==> src/rtl/hwfb_pkg.sv <==
package hwfb_pkg;
   // lane index inside a fetched word
   typedef enum logic {LANE_LO = 1'b0, LANE_HI = 1'b1} lane_e;

   function automatic int unsigned offset_bits(input int unsigned word_bits);
      return $clog2(word_bits / 8);
   endfunction
endpackage

==> src/rtl/hwfb_lane_sel.sv <==
module hwfb_lane_sel #(
   parameter int unsigned WW         = 32,
   parameter bit          BIG_ENDIAN = 1'b0,
   localparam int unsigned HW        = WW / 2
) (
   input  logic [WW-1:0] word_in,
   input  logic          lane_bit,
   output logic [HW-1:0] want_half,
   output logic [HW-1:0] keep_half
);
   logic phys_hi;

   generate
      if (BIG_ENDIAN) begin : g_big
         assign phys_hi = ~lane_bit;
      end else begin : g_little
         assign phys_hi = lane_bit;
      end
   endgenerate

   assign want_half = phys_hi ? word_in[WW-1:HW] : word_in[HW-1:0];
   assign keep_half = phys_hi ? word_in[HW-1:0]  : word_in[WW-1:HW];
endmodule

==> src/rtl/hwfb_store.sv <==
module hwfb_store #(
   parameter int unsigned TW = 30,
   parameter int unsigned HW = 16
) (
   input  logic          clk,
   input  logic          rst_n,
   input  logic          clr,
   input  logic          load,
   input  logic [TW-1:0] load_tag,
   input  hwfb_pkg::lane_e load_lane,
   input  logic [HW-1:0] load_data,
   output logic          valid,
   output logic [TW-1:0] tag,
   output hwfb_pkg::lane_e lane,
   output logic [HW-1:0] data
);
   always_ff @(posedge clk or negedge rst_n) begin
      if (!rst_n) begin
         valid <= 1'b0;
         tag   <= '0;
         lane  <= hwfb_pkg::LANE_LO;
         data  <= '0;
      end else if (clr) begin
         valid <= 1'b0;
      end else if (load) begin
         valid <= 1'b1;
         tag   <= load_tag;
         lane  <= load_lane;
         data  <= load_data;
      end
   end

   assert_clear_empties_R6: assert property (@(posedge clk) disable iff (!rst_n)
      clr |=> !valid);
endmodule

==> src/rtl/hwfb_top.sv <==
module hwfb_top #(
   parameter int unsigned AW         = 32,
   parameter int unsigned WW         = 32,
   parameter bit          BIG_ENDIAN = 1'b0
) (
   input  logic          clk,
   input  logic          rst_n,
   input  logic          fetch_req,
   input  logic [AW-1:0] fetch_addr,
   input  logic          mode_compact,
   input  logic          bus_wide,
   input  logic          data_wr,
   output logic          fetch_valid,
   output logic [WW-1:0] fetch_rdata,
   output logic          mem_req,
   output logic [AW-1:0] mem_addr,
   input  logic          mem_ack,
   input  logic [WW-1:0] mem_rdata
);
   localparam int unsigned HW   = WW / 2;
   localparam int unsigned OFFW = hwfb_pkg::offset_bits(WW);
   localparam int unsigned TW   = AW - OFFW;

   initial begin
      assert (WW >= 16 && WW % 16 == 0) else $error("WW must be a multiple of 16");
      assert (AW > OFFW) else $error("AW too small for WW");
   end

   logic            en, hit, fill;
   logic [TW-1:0]   word_tag;
   logic            lane_bit;
   logic [HW-1:0]   want_half, keep_half;
   logic            b_valid;
   logic [TW-1:0]   b_tag;
   hwfb_pkg::lane_e b_lane;
   logic [HW-1:0]   b_data;

   assign en       = mode_compact & bus_wide;
   assign word_tag = fetch_addr[AW-1:OFFW];
   assign lane_bit = fetch_addr[OFFW-1];

   hwfb_lane_sel #(.WW(WW), .BIG_ENDIAN(BIG_ENDIAN)) u_sel (
      .word_in   (mem_rdata),
      .lane_bit  (lane_bit),
      .want_half (want_half),
      .keep_half (keep_half)
   );

   assign hit = en & fetch_req & ~data_wr & b_valid
              & (b_tag == word_tag) & (b_lane == hwfb_pkg::lane_e'(lane_bit));

   assign mem_req     = fetch_req & ~hit;
   assign mem_addr    = en ? {word_tag, {OFFW{1'b0}}} : fetch_addr;
   assign fetch_valid = hit | (mem_req & mem_ack);
   assign fill        = en & mem_req & mem_ack & ~data_wr;

   always_comb begin
      if (hit)     fetch_rdata = {{(WW-HW){1'b0}}, b_data};
      else if (en) fetch_rdata = {{(WW-HW){1'b0}}, want_half};
      else         fetch_rdata = mem_rdata;
   end

   hwfb_store #(.TW(TW), .HW(HW)) u_store (
      .clk       (clk),
      .rst_n     (rst_n),
      .clr       (~en | data_wr),
      .load      (fill),
      .load_tag  (word_tag),
      .load_lane (hwfb_pkg::lane_e'(~lane_bit)),
      .load_data (keep_half),
      .valid     (b_valid),
      .tag       (b_tag),
      .lane      (b_lane),
      .data      (b_data)
   );

   assert_inactive_empty_R7: assert property (@(posedge clk) disable iff (!rst_n)
      !en |=> !b_valid);
   assert_passthrough_req_R2: assert property (@(posedge clk) disable iff (!rst_n)
      (fetch_req && !en) |-> mem_req);
   assert_busless_needs_buf_R4: assert property (@(posedge clk) disable iff (!rst_n)
      (fetch_valid && !mem_req) |-> (en && b_valid));
endmodule

==> config.mk <==
export PLATFORM = sky130hd
export DESIGN_NAME = hwfb_top
export DESIGN_NICKNAME = d
export VERILOG_FILES = /design/src/rtl/hwfb_pkg.sv /design/src/rtl/hwfb_lane_sel.sv /design/src/rtl/hwfb_store.sv /design/src/rtl/hwfb_top.sv
export SDC_FILE = /design/constraint.sdc
export NUM_CORES = 1
export LEC_CHECK = 0
export ABC_AREA = 0
export BUFFER_PORTS_ARGS = -buffer_cell sky130_fd_sc_hd__buf_4
export CORE_MARGIN = 8
export CORE_UTILIZATION = 34
export CTS_BUF_LIST = sky130_fd_sc_hd__clkbuf_4 sky130_fd_sc_hd__clkbuf_8 sky130_fd_sc_hd__clkbuf_16
export DETAILED_ROUTE_END_ITERATION = 16
export HOLD_SLACK_MARGIN = 0.1
export PLACE_DENSITY = 0.6
export SYNTH_ARGS = -nofsm -noshare
export SYNTH_HDL_FRONTEND = slang
export SYNTH_HIERARCHICAL = 1
export SYNTH_SLANG_ARGS = --single-unit
==> constraint.sdc <==
create_clock -name clk -period 5.2 [get_ports clk]
set_input_delay 0.78 -clock clk [delete_from_list [all_inputs] [get_ports clk]]
set_output_delay 0.78 -clock clk [all_outputs]
set_load 0.03 [all_outputs]
==> impl_metrics.toml <==
[timing]
max_freq_mhz = 269.9
hold_violations = 0
tightest_slew_ns = 1.255
post-route-min-period_ns = 3.706
tns_ns = 0
holdWs_ns = 0.4840
fin_worst_skew_ns = 0.01641
min_period_over_period = 0.7126
relSlewSlack = 0.1616
slew_viol_final = 0
finalSetupViolCount = 0
rsz0062_at_grt = "no"

[yosys]
synth-warning-count = 6
syn_area_per_cell_um2 = 13.25
synth_area_leaders = "dfrtp_1, mux2_4, mux2_2, xor2_1, buf_4"
synth_area_um2 = 3617
ys_ff_latch = 48
synth_top_area_frac = 0.3321
async_flop_share = 1.000
syn_nets = 344
yosysSeqAreaShare = 0.3321
yosysMostFrequentCell = "mux2_4"
synthFlopType = "dfrtp_1"
synth.distinct_cells = 24
yosysTopAreaCell = "dfrtp_1"
synthTopCellsByCount = "mux2_4, mux2_2, dfrtp_1"
synth_edf_count = 0
netlist_instances = 273

[power]
p_per_area_nw_per_um2 = 217.3
peakVddDrop_mv = 0.1132
leakage_uw = 0.002294

[worst_setup_path]
cp-end-kind = "output pin"
start_kind = "input port"
path_cells = "buf_4 > xor2_1 > nor4_1 > nand4_1 > nor3_4 > buf_4 > mux2_2 > buf_4"
critical_path_arrival_ns = 2.93
critPathSlowestCell = "nor3_4"
required_ns = 4.42
critPathMaxFanout = 12
critPathKind = "input port to output pin"
slowest_delay_ns = 0.42
cpMostUsedCell = "buf_4"

[clock_tree]
ctsResizeCount = 0
cts.sinks = 48
clk_pin_slew_worst_paths_ns = 0.09
hold_buffers = 0
clockBufferDepth = 2
cts_tree = "built"
htree_levels = 2
cts-root-buf = "clkbuf_8"
cts_buffers = 5
clock_latency_ns = 0.30
post-cts-setup-buffer-count = 0

[routing]
drc = 0
final_antenna_net_count = 0
drt_iter0_markers = 65
routed_via_density = 4.624
num_vias = 2372
wirelength_um = 8331
routedWlPerCell_um = 16.24
first_pass_iters = 4

[finish]
drive_above_1_share = 0.6950
syn_to_final_growth_pct = 25.11
fin_nets = 447
antennaDiodeCount = 0
finish.utilization = 0.4384

[run_status]
outcome = "finished, final reports clean"

[floorplan]
boundaryPins = 137
die-area_um2 = 14200
core_area_um2 = 10320
dieHeight_um = 119.1
initial_utilization = 0.3504
fp-row-count = 37
die_w_um = 119.1

[grt]
antenna_found_initial = 0
overflow = 0
track_usage = 0.1136
grt_pass1_vias = 2652
grt_max_degree = 49
grt_pass1_wl_um = 13350

[placed_design]
place_congestion = 0.7333
portBuffers = 136
hpwl_um = 6323

[worst_hold_path]
holdCritPathClass = "input port to asynchronous set/reset pin"

[job]
drv_cap = 0
## logic make-up (layout without fill, tap and decap cells)
group	count (synthesis)	in the layout	share of synthesized area
multiplexers	111	111	0.4078
flip-flops	48	48	0.3321
buffers and inverters	44	148	0.1110
AND/OR/NAND/NOR	38	38	0.07264
XOR/XNOR	31	31	0.07506
AO/OA/AOI/OAI	1	1	0.001382
## per-layer routing
metal,vias up,share of wire,wire length (µm),GRT usage
li1,1120,-,-,-
met1,1154,0.48,3968,0.1515
met2,93,0.45,3769,0.1756
met3,5,0.064,533,0.03637
met4,0,0.0072,60,0.02372
met5,-,0,0,0
## placed cells by master (no fill, tap or decap), drive strengths merged
| master | n |
|---|---|
| mux2 | 111 |
| inv | 1 |
| xor2 | 30 |
| buf | 139 |
| nand3 | 1 |
| nand2 | 2 |
| clkbuf | 7 |
| a21oi | 1 |
| nor2b | 1 |
| nor4 | 7 |
| nor3 | 3 |
| clkinv | 1 |
| and2 | 17 |
| xnor2 | 1 |
| nor2 | 2 |
| dfrtp | 48 |
| nand4 | 2 |
| nand2b | 1 |
| nand3b | 1 |
| and2b | 1 |
## through the flow
stage                     setup WS [ns]  instance area [µm²]  instances  total power, µW
final                             1.494                 4526        513            983.3
after global routing              1.306                 4526        513             1040
after CTS                         1.435                 4526        513             1002
after detailed placement          1.449                 4433        505            762.0
after global placement            1.458                 4433        505            757.4
after floorplan                   2.066                 3617        273            647.5
## sequential cells by signal (all words and copies together) (netlist names)
register       flops
u_store/tag       30
u_store/data      16
u_store/lane       1
u_store/valid      1
## path summary, 6_finish.rpt
kind / startpoint / depth (start not counted) / endpoint / slack [ns]
setup reg to reg: u_store/tag[26] / 8 / u_store/tag[25] / 2.12
hold / removal: rst_n / 1 / u_store/tag[20] / 0.48
hold reg to reg: u_store/data[11] / 1 / u_store/data[11] / 0.51
min in group clk: u_store/data[11] / 1 / u_store/data[11] / 0.51
setup / recovery: fetch_addr[28] / 8 / fetch_rdata[6] / 1.49
max in group asynchronous: rst_n / 1 / u_store/data[3] / 4.29
## critical path, delay by kind of cell
| family | cells | cell delay (ns) |
|---|---|---|
| multiplexers | 1 | 0.37 |
| buffers and inverters | 3 | 0.58 |
| AND/OR/NAND/NOR | 3 | 1.02 |
| XOR/XNOR | 1 | 0.16 |
## layout make-up
cell class / instances / area (µm²)
clock inverter: 1 / 8.758
fill: 928 / 5798
sequential: 48 / 1201
tap: 136 / 170.2
clock buffer: 7 / 83.83
timing repair buffer: 139 / 1044
multi-input combinational: 181 / 2014
inverter: 1 / 3.754
## report_power, final
part / total, µW / switching, µW / leakage (µW) / internal, µW
clock network: 232 / 125 / 0.0000493 / 107
logic: 328 / 156 / 0.00159 / 172
registers: 423 / 19.7 / 0.000654 / 403
No activity file was read; power rests on OpenSTA's default activity.
